**src/rtl/tss_pkg.sv**
```systemverilog
// Package: shared register width and control-register layout for the
// shared-prescaler timer. Assumes an 8-bit register interface.
package tss_pkg;
    localparam int REG_W = 8;
    localparam int RAT_W = 3;

    typedef struct packed {
        logic [1:0]       spare;     // plain storage
        logic             src_ext;   // 1: external level, 0: per-cycle
        logic             edge_fall; // 1: falling edge counts
        logic             to_wdt;    // 1: prescaler owned by watchdog
        logic [RAT_W-1:0] ratio;     // tap select code
    } ctl_t;
endpackage

```
**src/rtl/tss_prescaler.sv**
```systemverilog
// Prescaler: a PS_W-bit up counter advanced by evt. It emits tap for the
// event that completes a group whose size is set by ratio and owner
// (2^(n+1) for the timer, 2^n for the watchdog). A clear wins over an event.
module tss_prescaler #(
    parameter int PS_W = 8
) (
    input  logic                    clk,
    input  logic                    rst_n,
    input  logic                    evt,
    input  logic                    clr,
    input  logic                    to_wdt,
    input  logic [$clog2(PS_W)-1:0] ratio,
    output logic                    tap
);
    localparam int RAT_W = $clog2(PS_W);

    logic [PS_W-1:0]  cnt;
    logic [PS_W-1:0]  mask;
    logic [RAT_W:0]   span;

    // Number of low bits that must be all ones for a tap.
    assign span = to_wdt ? {1'b0, ratio} : ({1'b0, ratio} + 1'b1);

    for (genvar i = 0; i < PS_W; i++) begin : g_mask
        assign mask[i] = (int'(span) > i);
    end

    // Tap fires on the event that completes the selected group.
    assign tap = evt && !clr && ((cnt & mask) == mask);

    // Counter: clear first, then advance on events.
    always_ff @(posedge clk) begin
        if (!rst_n)   cnt <= '0;
        else if (clr) cnt <= '0;
        else if (evt) cnt <= cnt + 1'b1;
    end

    AST_PS_CLEARED: assert property (@(posedge clk) disable iff (!rst_n)
        clr |=> (cnt == '0));
    AST_PS_IDLE: assert property (@(posedge clk) disable iff (!rst_n)
        (!evt && !clr) |=> $stable(cnt));
endmodule

```
**src/rtl/tss_wdt_counter.sv**
```systemverilog
// Watchdog counter: WDT_W bits advanced by tick while enabled. It reports
// wrap in the cycle it rolls over from all ones. A clear zeroes it and
// suppresses a wrap in the same cycle.
module tss_wdt_counter #(
    parameter int WDT_W = 4
) (
    input  logic clk,
    input  logic rst_n,
    input  logic en,
    input  logic tick,
    input  logic clr,
    output logic wrap
);
    logic [WDT_W-1:0] cnt;

    // Rollover detection, masked by clear.
    assign wrap = en && tick && !clr && (cnt == '1);

    // Counter update: clear has priority over counting.
    always_ff @(posedge clk) begin
        if (!rst_n)          cnt <= '0;
        else if (clr)        cnt <= '0;
        else if (en && tick) cnt <= cnt + 1'b1;
    end

    AST_WDT_CLEARED: assert property (@(posedge clk) disable iff (!rst_n)
        clr |=> (cnt == '0));
    AST_WDT_FROZEN: assert property (@(posedge clk) disable iff (!rst_n)
        (!en && !clr) |=> $stable(cnt));
endmodule

```
**src/rtl/tss_timer_core.sv**
```systemverilog
// Timer core: the timer register, the post-write hold-off counter and the
// sticky overflow flag. The timer is not reset, so it keeps its value across
// reset. Assumes inc is already gated against hold-off by the caller.
module tss_timer_core #(
    parameter int TMR_W    = 8,
    parameter int HOLD_CYC = 2
) (
    input  logic             clk,
    input  logic             rst_n,
    input  logic             wr,
    input  logic [TMR_W-1:0] wdata,
    input  logic             inc,
    input  logic             flag_clr,
    output logic [TMR_W-1:0] value,
    output logic             flag,
    output logic             hold_busy
);
    localparam int HOLD_W = $clog2(HOLD_CYC + 1);

    logic [HOLD_W-1:0] hold;
    logic              wrap;

    assign wrap      = inc && !wr && (value == '1);
    assign hold_busy = (hold != '0);

    // Timer register: write beats increment, frozen during reset.
    always_ff @(posedge clk) begin
        if (rst_n) begin
            if (wr)       value <= wdata;
            else if (inc) value <= value + 1'b1;
        end
    end

    // Overflow flag: rollover beats software clear.
    always_ff @(posedge clk) begin
        if (!rst_n)        flag <= 1'b0;
        else if (wrap)     flag <= 1'b1;
        else if (flag_clr) flag <= 1'b0;
    end

    // Hold-off counter: reloaded by a timer write, counts down to zero.
    always_ff @(posedge clk) begin
        if (!rst_n)         hold <= '0;
        else if (wr)        hold <= HOLD_W'(HOLD_CYC);
        else if (hold_busy) hold <= hold - 1'b1;
    end

    AST_WRITE_LOADS: assert property (@(posedge clk) disable iff (!rst_n)
        wr |=> (value == $past(wdata)));
    AST_HOLD_FREEZE: assert property (@(posedge clk) disable iff (!rst_n)
        (hold_busy && !wr) |=> $stable(value));
    AST_ROLL_SETS_FLAG: assert property (@(posedge clk) disable iff (!rst_n)
        ($past(value) == '1 && value == '0 && !$past(wr) && $past(rst_n)) |-> flag);
    AST_FLAG_STICKY: assert property (@(posedge clk) disable iff (!rst_n)
        (flag && !flag_clr) |=> flag);
endmodule

```
**src/rtl/tss_shared_timer.sv**
```systemverilog
// Top: the control register, external edge detection, and the routing that
// gives the single prescaler to either the timer or the watchdog. It also
// registers the time-out and provides the read mux. Assumes ext_lvl is
// already synchronized to clk.
module tss_shared_timer #(
    parameter int PS_W     = 8,
    parameter int WDT_W    = 4,
    parameter int HOLD_CYC = 2
) (
    input  logic                    clk,
    input  logic                    rst_n,
    input  logic                    wr_en,
    input  logic                    wr_sel,
    input  logic [tss_pkg::REG_W-1:0] wr_data,
    input  logic                    rd_sel,
    output logic [tss_pkg::REG_W-1:0] rd_data,
    input  logic                    wdt_clr,
    input  logic                    wdt_en,
    input  logic                    wdt_tick,
    input  logic                    ext_lvl,
    input  logic                    flag_clr,
    output logic                    ovf_flag,
    output logic                    wdt_timeout
);
    import tss_pkg::*;

    ctl_t             ctl;
    logic             ext_prev;
    logic             raw_evt, src_evt, tmr_wr;
    logic             hold_busy, wdt_wrap;
    logic             ps_evt, ps_clr, ps_tap, tmr_inc;
    logic [REG_W-1:0] tmr_value;

    // Control register: all ones on reset, written with select 1.
    always_ff @(posedge clk) begin
        if (!rst_n)                ctl <= ctl_t'('1);
        else if (wr_en && wr_sel)  ctl <= ctl_t'(wr_data);
    end

    // Previous external level for edge detection.
    always_ff @(posedge clk) begin
        ext_prev <= ext_lvl;
    end

    assign tmr_wr  = wr_en && !wr_sel;
    assign raw_evt = ctl.src_ext ? (ctl.edge_fall ? (ext_prev && !ext_lvl)
                                                  : (!ext_prev && ext_lvl))
                                 : 1'b1;
    assign src_evt = raw_evt && !hold_busy && !tmr_wr;

    // Prescaler ownership routing.
    assign ps_evt  = ctl.to_wdt ? wdt_wrap : src_evt;
    assign ps_clr  = ctl.to_wdt ? wdt_clr  : tmr_wr;
    assign tmr_inc = ctl.to_wdt ? src_evt  : ps_tap;

    tss_prescaler #(.PS_W(PS_W)) i_prescaler (
        .clk    (clk),
        .rst_n  (rst_n),
        .evt    (ps_evt),
        .clr    (ps_clr),
        .to_wdt (ctl.to_wdt),
        .ratio  (ctl.ratio[$clog2(PS_W)-1:0]),
        .tap    (ps_tap)
    );

    tss_wdt_counter #(.WDT_W(WDT_W)) i_wdt (
        .clk   (clk),
        .rst_n (rst_n),
        .en    (wdt_en),
        .tick  (wdt_tick),
        .clr   (wdt_clr),
        .wrap  (wdt_wrap)
    );

    tss_timer_core #(.TMR_W(REG_W), .HOLD_CYC(HOLD_CYC)) i_timer (
        .clk       (clk),
        .rst_n     (rst_n),
        .wr        (tmr_wr),
        .wdata     (wr_data),
        .inc       (tmr_inc),
        .flag_clr  (flag_clr),
        .value     (tmr_value),
        .flag      (ovf_flag),
        .hold_busy (hold_busy)
    );

    // Time-out pulse: prescaler tap when watchdog-owned, else raw wrap.
    always_ff @(posedge clk) begin
        if (!rst_n) wdt_timeout <= 1'b0;
        else        wdt_timeout <= ctl.to_wdt ? ps_tap : wdt_wrap;
    end

    assign rd_data = rd_sel ? REG_W'(ctl) : tmr_value;

    AST_TIMEOUT_NEEDS_EN: assert property (@(posedge clk) disable iff (!rst_n)
        (wdt_timeout && $past(rst_n)) |-> $past(wdt_en));
    AST_CTL_WRITE: assert property (@(posedge clk) disable iff (!rst_n)
        (wr_en && wr_sel) |=> (REG_W'(ctl) == $past(wr_data)));
endmodule

```
**config.mk**
```make
export PLATFORM = sky130hd
export DESIGN_NAME = tss_shared_timer
export DESIGN_NICKNAME = d
export VERILOG_FILES = /design/src/rtl/tss_pkg.sv /design/src/rtl/tss_prescaler.sv /design/src/rtl/tss_wdt_counter.sv /design/src/rtl/tss_timer_core.sv /design/src/rtl/tss_shared_timer.sv
export SDC_FILE = /design/constraint.sdc
export NUM_CORES = 1
export LEC_CHECK = 0
export BUFFER_PORTS_ARGS = -buffer_cell sky130_fd_sc_hd__buf_2
export CORE_MARGIN = 4
export CORE_UTILIZATION = 32
export DETAILED_ROUTE_END_ITERATION = 8
export PLACE_DENSITY = 0.57
export SETUP_SLACK_MARGIN = 0.02
export SYNTH_ARGS = -nofsm -noshare
export SYNTH_HDL_FRONTEND = slang
export SYNTH_SLANG_ARGS = --single-unit
```
**constraint.sdc**
```tcl
create_clock -name clk -period 3.4 [get_ports clk]
set_clock_uncertainty 0.15 [all_clocks]
set_input_delay 0.51 -clock clk [delete_from_list [all_inputs] [get_ports clk]]
set_output_delay 0.51 -clock clk [all_outputs]
set_load 0.01 [all_outputs]
```
## Word level (Yosys, flattened, before mapping)

Cells that the tools add are included.

| word-level totals | value |
|---|---|
| input bits | 18 |
| word-level logic and storage cells | 73 |
| bits in registers | 33 |
| output and inout port bits | 10 |

| operators by class | value |
|---|---|
| reductions and logical operators | 28 |
| add/subtract/negate cells | 5 |
| equal/unequal tests | 3 |
| $lt $le $gt $ge | 8 |
| bitwise logic cells | 2 |
| mux-type cells | 14 |

Operator list:

| kind | count |
|---|---|
| 8-bit 2-to-1 mux | 3 |
| 8-bit by 1-bit adder with 8-bit output, second input constant | 2 |
| 4-bit by 3-bit > comparator with 1-bit output, second input constant | 4 |
| 1-bit logical AND | 13 |
| 8-bit AND | 1 |
| 8-bit == test | 1 |
| 8-bit == test, second input constant | 1 |
| 4-bit by 1-bit > comparator with 1-bit output, second input constant | 2 |
| 4-bit by 2-bit > comparator with 1-bit output, second input constant | 2 |
| 1-bit 2-to-1 mux | 8 |
| 2-bit nonzero test | 4 |
| 1-bit logical NOT | 7 |
| 2-bit OR reduction | 3 |
| 3-bit by 1-bit adder with 4-bit output, second input constant | 1 |
| 4-bit by 1-bit adder with 4-bit output, second input constant | 1 |
| 4-bit == test, second input constant | 1 |
| 2-bit 2-to-1 mux | 2 |
| 4-bit 2-to-1 mux | 1 |
| 2-bit AND reduction | 1 |
| 2-bit by 1-bit subtractor with 2-bit output, second input constant | 1 |
| 1-bit inverter | 1 |

## Logic depth before layout (Yosys ltp)

Gate-level depths: netlist of run 1.

| depth | value |
|---|---|
| word-level depth | 13 |
| gate-level depth with buffers | 7 |
| mapped depth without buffers | 6 |

## Modules after synthesis

A second synthesis of run 1 with hierarchy kept.

| unflattened totals | value |
|---|---|
| cell total of the unflattened synthesis | 209 |
| area, all modules | 1,881.8 µm² |

Modules (own cells, without submodules):

| module | area an instance (µm²) | seq. area each (µm²) | instances | cells an instance |
|---|---|---|---|---|
| tss_prescaler | 609.3 | 160.2 | 1 | 73 |
| tss_timer_core | 563.0 | 300.3 | 1 | 54 |
| tss_shared_timer | 524.3 | 200.2 | 1 | 60 |
| tss_wdt_counter | 185.2 | 80.1 | 1 | 22 |

## Worst setup path before layout of run 1

No wires, ideal clock.

| timing | value |
|---|---|
| path type | input-to-reg |
| from | input ext_lvl |
| to | register i_timer.value[0] (enable) |
| cell stages on the path | 4 |
| library setup time | 385 ps |
| path slack | 809 ps |
| path buffers | 0 |
| data arrival time | 2,056 ps |
| required time | 2,865 ps |
| cell sequence | or3b_1 a311oi_2 o311ai_0 a21boi_0 |

| between the ends | value |
|---|---|
| longest elaborated chain between the ends | 12 |
| elaborated cells between the ends (all ways) | 13 |
| classes of those cells | mux (4); reduce/logical (9) |

Ends and longest elaborated chain:

| element | RTL line | source |
|---|---|---|
| start: declaration | tss_shared_timer.sv:20 | `input logic ext_lvl,` |
| 1-bit logical NOT | tss_shared_timer.sv:46 | `assign raw_evt = ctl.src_ext ? (ctl.edge_fall ? (ext_prev && !ext_lvl)` |
| 1-bit logical AND | tss_shared_timer.sv:46 |  |
| 1-bit 2-to-1 mux (*) (2 in a row) | tss_shared_timer.sv:46 |  |
| 1-bit logical AND (*) (2 in a row) | tss_shared_timer.sv:49 | `assign src_evt = raw_evt && !hold_busy && !tmr_wr;` |
| 1-bit 2-to-1 mux | tss_shared_timer.sv:52 | `assign ps_evt = ctl.to_wdt ? wdt_wrap : src_evt;` |
| 1-bit logical AND (2 in a row) | tss_prescaler.sv:29 | `assign tap = evt && !clr && ((cnt & mask) == mask);` |
| 1-bit 2-to-1 mux (*) | tss_shared_timer.sv:54 | `assign tmr_inc = ctl.to_wdt ? src_evt : ps_tap;` |
| 2-bit nonzero test (no source line) (*) | - |  |
| 2-bit AND reduction (no source line) (*) | - |  |
| end signal: assignment | tss_timer_core.sv:29 | `if (wr) value <= wdata;` |
| end signal: assignment | tss_timer_core.sv:30 | `else if (inc) value <= value + 1'b1;` |
| end: declaration | tss_timer_core.sv:14 | `output logic [TMR_W-1:0] value,` |

Every way passes the cells marked *; elsewhere a longest branch is shown, timed or not.
A chain may end at the register's enable or synchronous reset.

## Worst setup path in the final report of run 1

| timing | value |
|---|---|
| from | register ctl[3] (netlist bit) |
| to | register i_timer.value[4] (enable) |

| between the ends | value |
|---|---|
| longest elaborated chain between the ends | 8 |
| elaborated cells between the ends (all ways) | 19 |
| classes of those cells | order compare (8); eq/ne (1); mux (4); bitwise (1); reduce/logical (5) |

Ends and longest elaborated chain:

| element | RTL line | source |
|---|---|---|
| start: declaration | tss_shared_timer.sv:27 | `ctl_t ctl;` |
| start signal: assignment | tss_shared_timer.sv:36 | `if (!rst_n) ctl <= ctl_t'('1);` |
| start signal: assignment | tss_shared_timer.sv:37 | `else if (wr_en && wr_sel) ctl <= ctl_t'(wr_data);` |
| 4-bit 2-to-1 mux | tss_prescaler.sv:22 | `assign span = to_wdt ? {1'b0, ratio} : ({1'b0, ratio} + 1'b1);` |
| 4-bit by 1-bit > comparator with 1-bit output, or another cell as far along | tss_prescaler.sv:25 | `assign mask[i] = (int'(span) > i);` |
| 8-bit AND | tss_prescaler.sv:29 |  |
| 8-bit == test | tss_prescaler.sv:29 |  |
| 1-bit logical AND | tss_prescaler.sv:29 |  |
| 1-bit 2-to-1 mux (*) | tss_shared_timer.sv:54 |  |
| 2-bit nonzero test (no source line) (*) | - |  |
| 2-bit AND reduction (no source line) (*) | - |  |

Marked as above.

==> impl_metrics.ini, run 1 <==
[flow_run]
drv_cap = 0

[synth]
synth_nets = 224
seq_area_frac_synth_pct = 41.63
synth-seq-cells = 33
async_flop_share_pct = 0
synth_edf_count = 8
synth_area_sq_mm = 0.001779
synth.area.top_cells = dfxtp_1 (28%), edfxtp_1 (14%), nand2_1 (8.4%)
yosysMostFrequentCell = nand2_1
synth-warning-count = 0
synthTopCellsByCount = nand2_1 (40), dfxtp_1 (25), nand3_1 (19), o21ai_0 (11)
synth_largest_area_cell = dfxtp_1
synthFlopType = dfxtp_1
syn_inst = 202
ys_types = 42
synth_top_area_share_pct = 28.13
synth_area_per_cell_sq_um = 8.808

[clocking]
clock-sinks = 33
clock_path_buffers = 2
postCtsSetupRepairBufs = 0
clk_latency_ps = 280
cts_tree = yes
cts_hold_buffers = 0
cts_buffers = 5
h-tree-depth = 2
ctsResizeCount = 0
cts-root-buf = clkbuf_8
clk_pin_slew_worst_paths_ps = 70

[routing]
dr.pass1.iters = 4
viasPerCell = 4.953
drtIter0Drc = 80
wl_per_cell_um = 13.09
final_antenna_net_count = 0
drc = 0
vias = 1486
drt_wl_total_mm = 3.926

[worst_setup_path]
cp.required_ps = 3240
cp_top_family = compound AO/OA/AOI/OAI gates
cp-end-kind = flip-flop
cp_cell_sequence = mux2i_1, a211oi_1, a211oi_1, o311ai_0, a21boi_0, buf_4
worst-path-stages = 6
crit_type = flip-flop to flip-flop
slowest_delay_ps = 710
arrival_ps = 2300
cpMostUsedCell = a211oi_1
start_kind = flip-flop
r2r_cells = 6
cp_max_fo = 19
worst-path-buf-inv = 1
crit_path_top_delay_cell = dfxtp_1

[timing]
worstMarginPinSlew_ps = 645.7
timing.final.hold_violations = 0
fin_crit_sh_pct = 72.43
setup_viol = 0
setup_tns_ps = 0
fmax_mhz = 406.1
layout_min_cycle_time_ps = 2462
drv_slew = 0
rsz0062_at_grt = false
slew_headroom_pct = 56.10

[run_status]
status = finished, final reports clean

[floorplanning]
die_y_um = 82.57
rows = 26
die_w_um = 82.57
initial_core_util_pct = 33.97
core-area_sq_mm = 0.005238
ioPinCount = 28
die_area_sq_mm = 0.006817

[cells_and_area]
seqCellArea_sq_um = 740.7
multiInputGateArea_sq_um = 992.2
antenna_cells = 0
final_layout_size_suffix_gt1_share_pct = 22.17
area.growth.synth_to_final_pct = 16.67
fin_nets = 251
finalNonFillerCells = 300
design_area_sq_mm = 0.002076
nFillCells = 527

[hold_path]
hp-class = input port to flip-flop
holdPathStages = 1

[global_routing]
grt_max_degree = 20
grt_pass1_vias = 1474
overflow = 0
antenna_found_initial = 0
grt_use_total_pct = 13.13
grt_pass1_wl_mm = 6.886

[power_and_ir_drop]
total_power_w = 0.0008752
power_frac_clock_pct = 37.4
peakVddDrop_mv = 0.2332
leakage_nw = 0.8281
powerDensity_mw_per_mm2 = 421.7
intPower_w = 0.0006534
p_switching_w = 0.0002219
swShare_pct = 25.35
pwr-share-comb_pct = 12.5
p_seq_share_pct = 50.1

[place]
dp_cells = 292
post-dp-hpwl_mm = 2.899
io_buffer_count = 27
placed_area_sq_mm = 0.001974
place_congestion = 0.7912
==> metal layers <==
layer | part of all wire (%) | GRT usage [%] | up-vias
li1 | - | - | 777
met1 | 49 | 17.58 | 684
met2 | 46 | 21.55 | 21
met3 | 3.3 | 2.820 | 4
met4 | 0.89 | 3.105 | 0
met5 | 0 | 0 | -
==> per-stage QoR <==
step / setup slack [ps] / utilization [%] / hold WS, ps
floorplan: 808.6 / - / 284.9
finish: 937.5 / 39.63 / 200.0
global placement: 998.6 / 37.70 / 298.4
detailed placement: 975.5 / 37.70 / 303.7
global route: 652.0 / 39.63 / 203.1
CTS: 927.1 / 39.63 / 191.5
==> power by group through the flow <==
stage	registers, W	logic (W)	clock network [W]
3_3_place_gp	0.000447	0.000109	0
4_1_cts	0.000438	0.000111	0.000335
3_5_place_dp	0.000447	0.000110	0
6_report	0.000438	0.000109	0.000328
2_1_floorplan	0.000438	0.0000786	0
5_1_grt	0.000441	0.000125	0.000352
==> state kept, by name (all words and copies together), names as in the netlist <==
register,count
i_prescaler.cnt,8
i_timer.hold,2
wdt_timeout,1
ctl,8
i_wdt.cnt,4
i_timer.value,8
i_timer.flag,1
ext_prev,1
==> final cells by class <==
cell class	instances	share of cell area, %
Multi-Input combinational cell	159	47.80
Sequential cell	33	35.68
Timing Repair Buffer	29	7.233
Clock buffer	7	4.641
Tap cell	70	4.219
Clock inverter	1	0.2411
Inverter	1	0.1808
==> worst paths after layout <==
path	endpoint	startpoint	slack (ps)
min reg2reg	ctl[6]	ctl[6]	310
max reg2reg	i_timer.value[4]	ctl[3]	940
max	i_timer.value[4]	ctl[3]	940
min	ext_prev	ext_lvl	200
==> logic make-up (layout without fill, tap and decap cells) <==
logic type | after synthesis | count (layout) | share of synthesized area (%)
simple gates | 100 | 100 | 28.83
compound gates | 34 | 34 | 12.24
flops | 33 | 33 | 41.63
mux | 11 | 11 | 6.962
xor+xnor | 10 | 10 | 4.923
buf+inv | 10 | 38 | 2.602
fa+ha+maj | 4 | 4 | 2.813
==> layout by cell type (no fill, tap or decap), types with 6 or more instances in the layout <==
cell type and instances:
o21ai_0 11, mux2_2 8, nor2_1 6, dfxtp_1 25
clkbuf_8 7, nand2_1 40, nand3_1 19, xor2_1 8
edfxtp_1 8, buf_2 27, a21oi_1 8
No activity file was read; power rests on OpenSTA's default activity.
==> inputs of run 2 (changes only) <==
- PLACE_DENSITY: 0.57 -> 0.59
- clock period: 3.4 -> 2.12 ns (I/O delays scaled with it)
==> run 2 against run 1 <==
Sequential power increased by 59%; sequential share of layout area decreased by 3.4 points; register-to-register slack worse by 880 ps; clock-buffer cell count rose by 1; critical path depth is 1 lower; core utilization increased by 4.5 points; cell count up 6.0%; largest power group unchanged; routed wire length is 9.3% higher; worst setup slack got worse by 880 ps; hold slack got worse by 190 ps.
==> impl_metrics.ini, run 2 (same netlist as run 1, synthesis figures left out) <==
[run_status]
status = finished, final reports clean

[worst_setup_path]
cp-end-kind = flip-flop
r2r-start = ctl[4]
arrival_ps = 1910
startpoint = ctl[4]
cp_max_fo = 4
start_kind = flip-flop
crit_type = flip-flop to flip-flop
cp.required_ps = 1970

[clocking]
clock_path_buffers = 2
h-tree-depth = 2
cts_hold_buffers = 0
clk_pin_slew_worst_paths_ps = 70
cts_tree = yes
clock-sinks = 33
cts-root-buf = clkbuf_8
clk_latency_ps = 280
cts_buffers = 5

[place]
placed_area_sq_mm = 0.002091
dp_cells = 307
place_congestion = 0.7621
post-dp-hpwl_mm = 3.080
io_buffer_count = 27

[cells_and_area]
final_common_cell = nand2_1
fin_nets = 269
finalNonFillerCells = 318
area.growth.synth_to_final_pct = 30.03
antenna_cells = 0
final_cell_mix = nand2_1 (40), buf_2 (27), dfxtp_1 (22)
design_area_sq_mm = 0.002313
reg_top3 = ctl: 8 flops, i_prescaler.cnt: 8 flops, i_timer.value: 8 flops
nFillCells = 507
final_layout_size_suffix_gt1_share_pct = 31.45

[global_routing]
antenna_found_initial = 0
overflow = 0
grt_pass1_vias = 1519
grt_max_degree = 16
grt_use_total_pct = 13.31
grt_pass1_wl_mm = 6.934

[timing]
timing.final.hold_violations = 0
fin_crit_sh_pct = 97.10
fmax_mhz = 485.8
rsz0062_at_grt = true
drv_slew = 0
worstMarginPinSlew_ps = 509.1
layout_min_cycle_time_ps = 2059
slew_headroom_pct = 65.70
setup_viol = 0

[floorplanning]
initial_core_util_pct = 33.97
rows = 26
core-area_sq_mm = 0.005238
die_y_um = 82.57
die_w_um = 82.57
ioPinCount = 28
die_area_sq_mm = 0.006817

[routing]
drc = 0
vias = 1570
drtIter0Drc = 48
dr.pass1.iters = 4
drt_wl_total_mm = 4.290
final_antenna_net_count = 0
viasPerCell = 4.937
wl_per_cell_um = 13.49

[hold_path]
hp-class = input port to flip-flop
min_from = ext_lvl

[flow_run]
drv_cap = 0

[power_and_ir_drop]
total_power_w = 0.001428
peakVddDrop_mv = 0.4087
powerDensity_mw_per_mm2 = 617.3
leakage_nw = 0.9133
run 2: final timing paths:
kind | to | slack (ps) | cells after the start
max | i_timer.value[1] | 60 | 5
min | ext_prev | 10 | 1
max reg2reg | i_timer.value[1] | 60 | 5
min reg2reg | i_prescaler.cnt[7] | 320 | 2
run 2: routing by layer:
layer,track usage [%],wire [um],vias up
met3,3.145,147,5
met4,4.085,44,0
met2,21.79,1977,27
met1,17.32,2120,724
li1,-,-,814
met5,0,0,-
run 2: through the flow:
stage                     hold slack, ps  worst slack [ps]  util [%]  TNS [ps]
final                              13.89             61.48     44.17         0
after global routing               14.89             17.84     44.17         0
after CTS                          3.180             22.76     42.50         0
after detailed placement           295.4            -54.06     39.92    -421.5
after global placement             288.8            -29.92     39.92    -214.2
after floorplan                    195.7             44.60         -         0
run 2: timing repair:
item	in CTS	in global routing
cloned	0	1
endpoints found under the hold margin	0	0
gates resized for setup	8	10
pin swaps	3	7
setup endpoints to repair	9	16
buffers inserted	0	2
run 2: worst max-delay path: stages, from the launching register on:
cell and delay (ps):
dfxtp_1 310, or3b_4 400, a311oi_4 410, o311ai_4 180, a21boi_2 170, buf_4 150
run 2: power by group:
part	switching [W]	internal, W	leakage (nW)
sequential	0.0000247	0.000674	0.278
combinational	0.000126	0.000121	0.590
clock	0.000218	0.000265	0.0455
total	0.000369	0.00106	0.913
run 2: cell type report:
type	instances	area, sq um	share of cell area, %
clock buffer	8	90.09	3.894
sequential	33	747.0	32.29
multi-input combinational	160	1104	47.70
timing repair buffer	46	281.5	12.17
tap	70	87.58	3.786
inverter	1	3.754	0.1622
